### config.mk
export PLATFORM = sky130hd
export DESIGN_NAME = dual_level_irq_ctrl
export DESIGN_NICKNAME = d
export VERILOG_FILES = /design/src/rtl/irqc_pkg.sv /design/src/rtl/irqc_xchan.sv /design/src/rtl/irqc_pick.sv /design/src/rtl/irqc_svc.sv /design/src/rtl/dual_level_irq_ctrl.sv
export SDC_FILE = /design/constraint.sdc
export NUM_CORES = 1
export LEC_CHECK = 0
export ABC_AREA = 0
export ABC_CLOCK_PERIOD_IN_PS = 2400
export CORE_MARGIN = 2
export CORE_UTILIZATION = 47
export CTS_BUF_LIST = sky130_fd_sc_hd__clkbuf_4 sky130_fd_sc_hd__clkbuf_8
export CTS_CLUSTER_DIAMETER = 80
export DETAILED_ROUTE_END_ITERATION = 10
export PLACE_DENSITY_LB_ADDON = 0.12
export SYNTH_ARGS = -nofsm -noshare
export SYNTH_HDL_FRONTEND = slang
export SYNTH_SLANG_ARGS = --single-unit
### constraint.sdc
create_clock -name clk -period 2.4 [get_ports clk]
set_input_delay 0.36 -clock clk [delete_from_list [all_inputs] [get_ports clk]]
set_output_delay 0.36 -clock clk [all_outputs]
set_load 0.01 [all_outputs]
### src/rtl/irqc_pkg.sv
package irqc_pkg;

    localparam int NSRC        = 8;
    localparam int IDXW        = $clog2(NSRC);
    localparam int XSRC_FIRST  = 6;
    localparam int NXCH        = NSRC - XSRC_FIRST;
    localparam logic [7:0] VEC_BASE = 8'h03;
    localparam logic [7:0] VEC_STEP = 8'h08;

    // one nibble of the extra control register, MSB first
    typedef struct packed {
        logic pri;
        logic en;
        logic flag;
        logic trig_edge;
    } xchan_t;

    typedef struct packed {
        logic            valid;
        logic            hi;
        logic [IDXW-1:0] idx;
    } pick_t;

    function automatic logic [7:0] vec_of(input logic [IDXW-1:0] i);
        return VEC_BASE + 8'(i) * VEC_STEP;
    endfunction

endpackage

### src/rtl/irqc_xchan.sv
module irqc_xchan
    import irqc_pkg::*;
#(
    parameter int SYNC_LEN = 2
) (
    input  logic       clk,
    input  logic       rst,
    input  logic       pin_n,
    input  logic [3:0] wr_mask,
    input  logic [3:0] wr_val,
    input  logic       svc_clr,
    output xchan_t     cfg_o
);

    logic [SYNC_LEN-1:0] sync_q;
    logic                prev_q;
    logic                pin_s;
    logic                fall;
    xchan_t              reg_q;
    xchan_t              nxt;
    logic [3:0]          raw;

    assign pin_s = sync_q[SYNC_LEN-1];
    assign fall  = prev_q & ~pin_s;

    always_ff @(posedge clk) begin
        if (rst) begin
            sync_q <= '1;
            prev_q <= 1'b1;
        end else begin
            sync_q <= {sync_q[SYNC_LEN-2:0], pin_n};
            prev_q <= pin_s;
        end
    end

    always_comb begin
        raw = reg_q;
        raw = (raw & ~wr_mask) | (wr_val & wr_mask);
        nxt = xchan_t'(raw);
        if (reg_q.trig_edge) begin
            if (svc_clr) nxt.flag = 1'b0;
            if (fall)    nxt.flag = 1'b1;   // new edge beats service clear
        end else begin
            nxt.flag = ~pin_s;
        end
    end

    always_ff @(posedge clk) begin
        if (rst) reg_q <= '0;
        else     reg_q <= nxt;
    end

    assign cfg_o = reg_q;


    edge_set_chk: assert property (@(posedge clk) disable iff (rst)
        (reg_q.trig_edge && fall) |=> reg_q.flag);


    level_follow_chk: assert property (@(posedge clk) disable iff (rst)
        !reg_q.trig_edge |=> (reg_q.flag == ~$past(pin_s)));

endmodule

### src/rtl/irqc_pick.sv
module irqc_pick
    import irqc_pkg::*;
(
    input  logic [NSRC-1:0] req,
    input  logic [NSRC-1:0] pri,
    input  logic [1:0]      svc,
    input  logic            hold,
    output pick_t           pick_o
);

    logic [NSRC-1:0] hi_req;
    logic [NSRC-1:0] lo_req;
    logic [IDXW-1:0] hi_idx;
    logic [IDXW-1:0] lo_idx;

    always_comb begin
        hi_req = req & pri;
        lo_req = req & ~pri;
        hi_idx = '0;
        lo_idx = '0;
        for (int i = NSRC - 1; i >= 0; i--) begin
            if (hi_req[i]) hi_idx = IDXW'(i);
            if (lo_req[i]) lo_idx = IDXW'(i);
        end
        pick_o = '0;
        if (!hold && !svc[1]) begin
            if (|hi_req) begin
                pick_o.valid = 1'b1;
                pick_o.hi    = 1'b1;
                pick_o.idx   = hi_idx;
            end else if (|lo_req && !svc[0]) begin
                pick_o.valid = 1'b1;
                pick_o.idx   = lo_idx;
            end
        end
    end

endmodule

### src/rtl/irqc_svc.sv
module irqc_svc (
    input  logic       clk,
    input  logic       rst,
    input  logic       take,
    input  logic       take_hi,
    input  logic       reti,
    output logic [1:0] svc_o
);

    always_ff @(posedge clk) begin
        if (rst) begin
            svc_o <= 2'b00;
        end else begin
            if (reti) begin
                if (svc_o[1]) svc_o[1] <= 1'b0;
                else          svc_o[0] <= 1'b0;
            end
            if (take) svc_o[take_hi] <= 1'b1;
        end
    end


    pop_hi_chk: assert property (@(posedge clk) disable iff (rst)
        (reti && svc_o == 2'b11) |=> (svc_o == 2'b01));


    pop_lo_chk: assert property (@(posedge clk) disable iff (rst)
        (reti && !take && svc_o == 2'b01) |=> (svc_o == 2'b00));

endmodule

### src/rtl/dual_level_irq_ctrl.sv
module dual_level_irq_ctrl
    import irqc_pkg::*;
(
    input  logic       clk,
    input  logic       rst,
    input  logic [5:0] src_req_i,
    input  logic [5:0] src_pri_i,
    input  logic [7:0] ien_i,
    input  logic       ext2_n_i,
    input  logic       ext3_n_i,
    input  logic       xr_wr_i,
    input  logic [7:0] xr_wdata_i,
    input  logic       xr_bit_wr_i,
    input  logic [2:0] xr_bit_sel_i,
    input  logic       xr_bit_val_i,
    output logic [7:0] xr_rdata_o,
    input  logic       reti_i,
    output logic       take_o,
    output logic [7:0] vec_o,
    output logic [1:0] svc_lvl_o
);

    logic [7:0]      wr_mask;
    logic [7:0]      wr_val;
    logic [NXCH-1:0] xpin_n;
    xchan_t          xcfg [NXCH];
    logic [NSRC-1:0] req_raw;
    logic [NSRC-1:0] en_all;
    logic [NSRC-1:0] en_req;
    logic [NSRC-1:0] pri_all;
    pick_t           pick;
    logic            take_q;
    logic [7:0]      vec_q;

    assign xpin_n = {ext3_n_i, ext2_n_i};

    always_comb begin
        wr_mask = 8'h00;
        wr_val  = {8{xr_bit_val_i}};
        if (xr_wr_i) begin
            wr_mask = 8'hFF;
            wr_val  = xr_wdata_i;
        end else if (xr_bit_wr_i) begin
            wr_mask = 8'h01 << xr_bit_sel_i;
        end
    end

    for (genvar g = 0; g < NXCH; g++) begin : g_xch
        irqc_xchan #(.SYNC_LEN(2)) u_ch (
            .clk     (clk),
            .rst     (rst),
            .pin_n   (xpin_n[g]),
            .wr_mask (wr_mask[4*g +: 4]),
            .wr_val  (wr_val[4*g +: 4]),
            .svc_clr (pick.valid && pick.idx == IDXW'(XSRC_FIRST + g)),
            .cfg_o   (xcfg[g])
        );
        assign req_raw[XSRC_FIRST + g] = xcfg[g].flag;
        assign en_all[XSRC_FIRST + g]  = xcfg[g].en;
        assign pri_all[XSRC_FIRST + g] = xcfg[g].pri;
    end

    assign req_raw[XSRC_FIRST-1:0] = src_req_i;
    assign en_all[XSRC_FIRST-1:0]  = ien_i[XSRC_FIRST-1:0];
    assign pri_all[XSRC_FIRST-1:0] = src_pri_i;
    assign en_req = req_raw & en_all & {NSRC{ien_i[7]}};

    irqc_pick u_pick (
        .req    (en_req),
        .pri    (pri_all),
        .svc    (svc_lvl_o),
        .hold   (reti_i),
        .pick_o (pick)
    );

    irqc_svc u_svc (
        .clk     (clk),
        .rst     (rst),
        .take    (pick.valid),
        .take_hi (pick.hi),
        .reti    (reti_i),
        .svc_o   (svc_lvl_o)
    );

    always_ff @(posedge clk) begin
        if (rst) begin
            take_q <= 1'b0;
            vec_q  <= 8'h00;
        end else begin
            take_q <= pick.valid;
            if (pick.valid) vec_q <= vec_of(pick.idx);
        end
    end

    assign take_o     = take_q;
    assign vec_o      = vec_q;
    assign xr_rdata_o = {xcfg[1], xcfg[0]};


    global_gate_chk: assert property (@(posedge clk) disable iff (rst)
        take_o |-> $past(ien_i[7]));


    nest_chk: assert property (@(posedge clk) disable iff (rst)
        take_o |-> !$past(svc_lvl_o[1]));


    reti_gap_chk: assert property (@(posedge clk) disable iff (rst)
        $past(reti_i) |-> !take_o);


    pick_req_chk: assert property (@(posedge clk) disable iff (rst)
        pick.valid |-> en_req[pick.idx]);

endmodule

* Yosys cells after proc, flatten, opt, wreduce, memory -nomap -nowiden *
Cells that the tools add are included.

storage, ports and cells
  output and inout port bits = 19
  bits in latches = 0
  memories = 0
  register bits = 25
  input bits = 39
  word-level logic and storage cells = 86
  bits in read-only memories = 0
  RAM bits = 0

operators by class
  $lt $le $gt $ge = 2
  reductions and logical operators = 10
  bitwise gates (word level) = 18
  divide/modulo/power cells = 0
  $mul = 0
  mux-type cells = 37
  shifts and indexed selects = 1
  add/subtract/negate cells = 1
  equal/unequal tests = 2

operators with widths
  cell                                                         count
  2-to-1 mux 3 bit                                             18
  AND 8 bit                                                    4
  2-to-1 mux 8 bit                                             3
  AND 4 bit                                                    4
  OR reduction 8 bit                                           2
  2-to-1 mux 1 bit                                             11
  NOT 4 bit                                                    2
  NOT 8 bit                                                    1
  OR 4 bit                                                     2
  left shift 1 x 3 -> 8 bit (first input constant)             1
  adder 2 x 6 -> 7 bit (first input constant)                  1
  equality test 3 bit (second input constant)                  2
  2-to-1 mux 2 bit                                             3
  logical AND 1 bit                                            5
  2-to-1 mux 5 bit                                             1
  zero test 1 bit                                              3
  AND 1 bit                                                    2
  less-than comparator 1 x 2 -> 1 bit (second input constant)  1
  NOT 1 bit                                                    2
  OR 2 bit                                                     1
  demux 1 bit (select 1 bit)                                   1
  >= comparator 1 bit (second input constant)                  1

* Longest topological paths before layout *
Gate-level depths: netlist of the first run.

  depth in word-level cells = 20
  depth in mapped cells = 6
  mapped depth without buffers = 5

* Modules after synthesis *
A second synthesis of the first run with hierarchy kept.

unflattened totals
  cells, all modules = 161
  area, all modules = 1330.0 µm²

by module, submodules not included
  module               times used  cells each  sequential area each (µm²)  area each (µm²)
  irqc_xchan           2           20          140.1                       234.0
  dual_level_irq_ctrl  1           64          100.1                       465.4
  irqc_pick            1           48          0.0                         316.6
  irqc_svc             1           9           40.0                        80.1

* Worst setup path after synthesis of the first run *
OpenSTA, ideal clock, no wires.

  kind = input-to-reg
  start = input port ien_i[7]
  end = register g_xch[1].u_ch.reg_q, in the netlist g_xch[1].u_ch.cfg_o[1]
  slack = 0.690 ns
  library setup time = 0.120 ns
  path buffers = 1
  arrival = 1.591 ns
  cell stages on the path = 6
  required time = 2.280 ns
  cells stage by stage = buf_6 nand4_1 nand4_2 or2_1 o32a_1 o31a_1

on the way
  longest elaborated chain between the ends = 18
  elaborated cells on any way between the ends = 32
  those cells by class = eq/ne: 1; mux: 24; bitwise: 3; reduce/logical: 4

RTL lines
  item                           line                       RTL
  from (decl)                    dual_level_irq_ctrl.sv:8   input logic [7:0] ien_i,
  AND 8 bit *                    dual_level_irq_ctrl.sv:66  assign en_req = req_raw & en_all & {NSRC{ien_i[7]}};
  AND 8 bit                      irqc_pick.sv:18            lo_req = req & ~pri;
  2-to-1 mux 3 bit (8 in a row)  irqc_pick.sv:23            if (lo_req[i]) lo_idx = IDXW'(i);
  2-to-1 mux 3 bit               irqc_pick.sv:31            end else if (|lo_req && !svc[0]) begin
  2-to-1 mux 3 bit               irqc_pick.sv:27            if (|hi_req) begin
  2-to-1 mux 5 bit *             irqc_pick.sv:26            if (!hold && !svc[1]) begin
  equality test 3 bit            dual_level_irq_ctrl.sv:55  .svc_clr (pick.valid && pick.idx == IDXW'(XSRC_FIRST + g)),
  logical AND 1 bit *            dual_level_irq_ctrl.sv:55
  2-to-1 mux 1 bit *             irqc_xchan.sv:41           if (svc_clr) nxt.flag = 1'b0;
  2-to-1 mux 1 bit *             irqc_xchan.sv:42           if (fall) nxt.flag = 1'b1;
  2-to-1 mux 1 bit *             irqc_xchan.sv:40           if (reg_q.trig_edge) begin
  to (signal assigned)           irqc_xchan.sv:50           else reg_q <= nxt;
  to (decl)                      irqc_xchan.sv:19           xchan_t reg_q;

Mark *: on every way between the ends. The rest lies on a longest branch, timed or not.
A chain may end at the register's enable or synchronous reset.

* Worst setup path after layout of the first run *
Ends and elaborated chain as after synthesis.

==> results.cfg, run 1 <==
[sta]
tns_ns = 0
setup_viol = 0
finalCritPeriodShare = 0.849
fin_skew_ns = 0.00491
setup_slack_ns = 0.362
drv_slew = 0
holdWs_ns = 0.423
hold_viol = 0
period_minus_slack_ns = 2.04
rsz0062_at_grt = no
fmax_mhz = 491

[setup_path]
worstSetupPathType = input port to flop
worstPathRequired_ns = 2.59
reg2regPathDepth = 5
crit_buf_inv = 2
startpoint_type = input port
arrival_ns = 2.22
startpoint = ien_i[7]
ff2ff_setup_slack_ns = 0.67
critPathTopFamily = simple AND/OR/NAND/NOR gates
crit_path_end_kind = flop
path_depth = 7
path_cells = clkdlybuf4s50_1 > buf_12 > nand4b_1 > nand4_1 > a41oi_1 > or3_1 > o31a_1
cpPeakStageDelay_ns = 0.50
r2r-end = g_xch[1].u_ch.cfg_o[1]
crit_path_top_delay_cell = clkdlybuf4s50_1
path_max_fanout = 22

[die]
die_y_um = 57.2
core_area_mm2 = 0.00273
die_w_um = 57.2
start_util = 0.487
fp.dieArea_mm2 = 0.00327
io_pins = 58
fp-row-count = 19

[clocking]
cts_setup_buffers = 0
cts_made_buffers = 3
insertion_delay_ns = 0.29
cts_root_buf = clkbuf_4
htree_levels = 1
cts_buffer_depth = 2
tritoncts = built
cts_resized = 0
cts_sinks = 21
cts.clk_slew.worst_paths_ns = 0.11
ctsHoldBuffers = 0

[logic_synthesis]
post_synth.cell_area_avg_um2 = 8.59
yosys_warnings = 0
synthDistinctLibCells = 41
ys.flop_type = dfxtp_1
ys_seq_elements = 21
async_flop_share = 0
synth_area_mm2 = 0.00133
synth_edf_count = 0
yosysSeqAreaShare = 0.316
syn_inst = 155

[power_and_ir_drop]
power_mw = 0.793
p_int_mw = 0.580
power_frac_clock = 0.215
power.leakage_nw = 0.759
p_sw_mw = 0.213
seq_power_share = 0.483
swShare = 0.268
irDropWorstVdd_mv = 0.523
comb_power_share = 0.302
cellPowerDensity_mw_per_mm2 = 413

[worst_hold_path]
hp-class = flop to flop
hold_depth = 1
min-delay-start = g_xch[0].u_ch.sync_q[0]
hold_end = g_xch[0].u_ch.sync_q[1]

[global_route]
grt_max_degree = 23
grt_pass1_wl_um = 5670
grt-ovfl-total = 0
first_global_vias = 1312
track_usage = 0.214
antenna_found_initial = 0

[run]
drv_cap = 0

[detailed_routing]
drc = 0
via_count = 1376
routed_wirelength_um = 3420
ant_nets = 0
wl_per_cell_um = 14.3
firstDrtPassIters = 4
viasPerCell = 5.73
drtIter0Drc = 54

[finish]
seqCellArea_um2 = 420
antenna_cells = 0
final_util = 0.703
syn_to_final_growth_pct = 44.3
drive_gt1_frac = 0.110
multi_input_area_um2 = 828
final_cell_mix = clkdlybuf4s50_1, dfxtp_1, nor2_1
fill_cells = 231
nets = 249
final_common_cell = clkdlybuf4s50_1

[placed_design]
dpl_worst_slack_ns = 0.0606
dp_hpwl_um = 2710
gp_congestion = 0.840
port_buffers = 53

[run_status]
status = finished, final reports clean
-- per-layer routing --
layer	up-vias	routed length [µm]	global-route usage	share of wire
met5	-	0	0	0
met4	0	17	0.0731	0.0050
met3	2	188	0.0363	0.055
met2	39	1680	0.368	0.49
met1	638	1530	0.271	0.45
li1	697	-	-	-
-- synthesized netlist by cell type (4+ instances only) --
cell type | number | area share
a21oi_1 | 13 | 0.049
a31oi_1 | 4 | 0.019
and4b_1 | 5 | 0.038
buf_4 | 4 | 0.023
clkbuf_1 | 4 | 0.011
dfxtp_1 | 21 | 0.32
inv_1 | 6 | 0.017
mux2i_1 | 8 | 0.060
nand2_1 | 4 | 0.011
nand3_1 | 5 | 0.019
nand4_1 | 6 | 0.028
nand4_2 | 5 | 0.047
nand4b_1 | 8 | 0.053
nor2_1 | 17 | 0.048
o21ai_0 | 7 | 0.026
or2_2 | 6 | 0.028
-- through the flow --
stage | instances | instance area, µm²
2_1_floorplan | 157 | 1340
3_3_place_gp | 236 | 1890
3_5_place_dp | 236 | 1890
4_1_cts | 240 | 1920
5_1_grt | 240 | 1920
6_report | 240 | 1920
-- cells by family after synthesis --
family | after synthesis | synth area share
and+or+nand+nor | 71 | 0.373
AOI/OAI and AO/OA | 38 | 0.180
buffers and inverters | 16 | 0.0677
muxes | 8 | 0.0602
DFF | 21 | 0.316
other | 1 | 0.00282
-- power by group through the flow --
stage	Combinational, mW	Sequential, mW	Clock, mW
after floorplan	0.102	0.396	0
after global placement	0.231	0.390	0
after detailed placement	0.237	0.391	0
after CTS	0.239	0.383	0.179
after global routing	0.261	0.386	0.196
final	0.239	0.383	0.171
-- final cells by class --
cell class / count / share of cell area
repair buffers: 58 / 0.302
flip-flops and latches: 21 / 0.219
well taps: 31 / 0.0202
multi-input cells: 120 / 0.431
inverters: 6 / 0.0117
clock buffers: 4 / 0.0156
-- worst max path at each step --
stage / slack, ns / to
2_1_floorplan: 0.69 / g_xch[1].u_ch.cfg_o[1]
3_3_place_gp: 0.1 / g_xch[1].u_ch.cfg_o[1]
3_5_place_dp: 0.06 / g_xch[1].u_ch.cfg_o[1]
4_1_cts: 0.39 / g_xch[1].u_ch.cfg_o[1]
5_1_grt: 0.28 / g_xch[1].u_ch.cfg_o[1]
6_report: 0.36 / g_xch[1].u_ch.cfg_o[1]
Note: power is estimated with default switching activity, not from simulation.
==> run 2, diff against run 1 <==
ABC_CLOCK_PERIOD_IN_PS = 2100   (was 2400)
CORE_UTILIZATION = 43   (was 47)
clock period = 2.1 ns   (was 2.4 ns; I/O delays follow)
==> run 2 against run 1 <==
Against the previous run:
- combinational power up 25%
- routed wire length rose by 4.4%
- via count increased by 8.5%
- flip-flop and latch count unchanged
- design area is 6.6% higher
- utilization fell by 2.0 points
- final cell count rose by 7.9%
- sequential power up 15%
- clock-buffer cell count down 1
- clock skew hardly changed
- hold slack gained 0.0017 ns
- largest cell class unchanged
- largest power group unchanged
==> results.cfg, run 2 (synthesis results as in run 1) <==
[run_status]
status = finished, final reports clean

[sta]
drv_slew = 0
hold_viol = 0
setup_viol = 0
period_minus_slack_ns = 1.95
setup_slack_ns = 0.152
fmax_mhz = 513
finalCritPeriodShare = 0.927
rsz0062_at_grt = no
fin_skew_ns = 0.00461

[placed_design]
gp_congestion = 0.876
dp_hpwl_um = 2850
placedCellCount = 255
dpl_worst_slack_ns = -0.140
port_buffers = 53

[clocking]
cts_setup_buffers = 0
cts_sinks = 21
htree_levels = 1
cts_resized = 0
cts_buffer_depth = 2
cts_made_buffers = 3
tritoncts = built
ctsHoldBuffers = 0
cts_root_buf = clkbuf_4
cts.clk_slew.worst_paths_ns = 0.11
insertion_delay_ns = 0.30

[finish]
final_common_cell = clkdlybuf4s50_1
nets = 266
final_cell_mix = clkdlybuf4s50_1, dfxtp_1, buf_4
drive_gt1_frac = 0.177
syn_to_final_growth_pct = 53.9
fin_cells = 259
antenna_cells = 0

[die]
io_pins = 58
core_area_mm2 = 0.00300
fp.dieArea_mm2 = 0.00356
die_y_um = 59.6
fp-row-count = 20
die_w_um = 59.6
start_util = 0.443

[detailed_routing]
wl_per_cell_um = 13.8
firstDrtPassIters = 4
drc = 0
ant_nets = 0
viasPerCell = 5.76
drtIter0Drc = 87
via_count = 1493
routed_wirelength_um = 3580

[global_route]
track_usage = 0.211
grt_max_degree = 23
antenna_found_initial = 0
first_global_vias = 1361
grt-ovfl-total = 0
grt_pass1_wl_um = 5870

[run]
drv_cap = 0

[setup_path]
path_max_fanout = 22
crit_path_end_kind = flop
startpoint_type = input port
worstPathRequired_ns = 2.34
worstSetupPathType = input port to flop
arrival_ns = 2.18

[power_and_ir_drop]
cellPowerDensity_mw_per_mm2 = 451
power.leakage_nw = 0.837
irDropWorstVdd_mv = 0.313

[worst_hold_path]
hp-class = flop to flop
[run 2: cell types whose count changed in the layout (fill, tap and decap cells not counted)]
cell	change
buf_4	+17
clkbuf_4	-1
clkinv_2	+1
[run 2: layer usage]
metal,up-vias,share of wire,global-route usage
li1,738,-,-
met1,700,0.45,0.271
met2,49,0.49,0.357
met3,6,0.050,0.0415
met4,0,0.0092,0.0540
met5,-,0,0
[run 2: area by class of cell]
cell class	count	area [µm²]
Sequential cell	21	420
Clock inverter	1	5.00
Timing Repair Buffer	75	708
Clock buffer	3	22.5
Tap cell	33	41.3
Inverter	6	22.5
Fill cell	272	955
Multi-Input combinational cell	120	828
[run 2: per-stage QoR]
| stage | power (mW) | utilization | cell area [µm²] | TNS [ns] | hold slack, ns |
|---|---|---|---|---|---|
| floorplan | 0.569 | - | 1340 | 0 | 0.389 |
| global placement | 0.733 | 0.673 | 2020 | -0.377 | 0.393 |
| detailed placement | 0.743 | 0.673 | 2020 | -0.751 | 0.397 |
| CTS | 0.928 | 0.682 | 2050 | 0 | 0.428 |
| global route | 0.987 | 0.682 | 2050 | 0 | 0.440 |
| finish | 0.923 | 0.682 | 2050 | 0 | 0.425 |
[run 2: worst paths after layout]
check                                  to  slack [ns]  depth (start not counted)                     from
setup / recovery                 vec_o[5]        0.15                          9                 ien_i[7]
setup reg to reg                 vec_o[4]        0.35                          7                     flop
hold reg to reg   g_xch[1].u_ch.sync_q[1]        0.42                          1  g_xch[1].u_ch.sync_q[0]
hold / removal    g_xch[1].u_ch.sync_q[1]        0.42                          1  g_xch[1].u_ch.sync_q[0]
[run 2: critical path, stage by stage]
cell and delay, ns:
clkdlybuf4s50_1 0.51, buf_12 0.16, nand4b_1 0.18, o211ai_1 0.20
buf_4 0.18, o311ai_1 0.10, buf_4 0.18, a211o_1 0.25
a21oi_1 0.11
[run 2: report_power, final]
part | internal (mW) | leakage [nW] | switching (mW)
clock | 0.0710 | 0.0177 | 0.116
sequential | 0.421 | 0.173 | 0.0176
combinational | 0.174 | 0.646 | 0.124
total | 0.666 | 0.837 | 0.258
==> run 3, diff against run 2 <==
ABC_AREA = default   (was 0)
ABC_CLOCK_PERIOD_IN_PS = default   (was 2100)
CAP_MARGIN = 20   (was default)
==> results of run 3 <==
Final layout, timing and power as in run 2 (identical DEF).
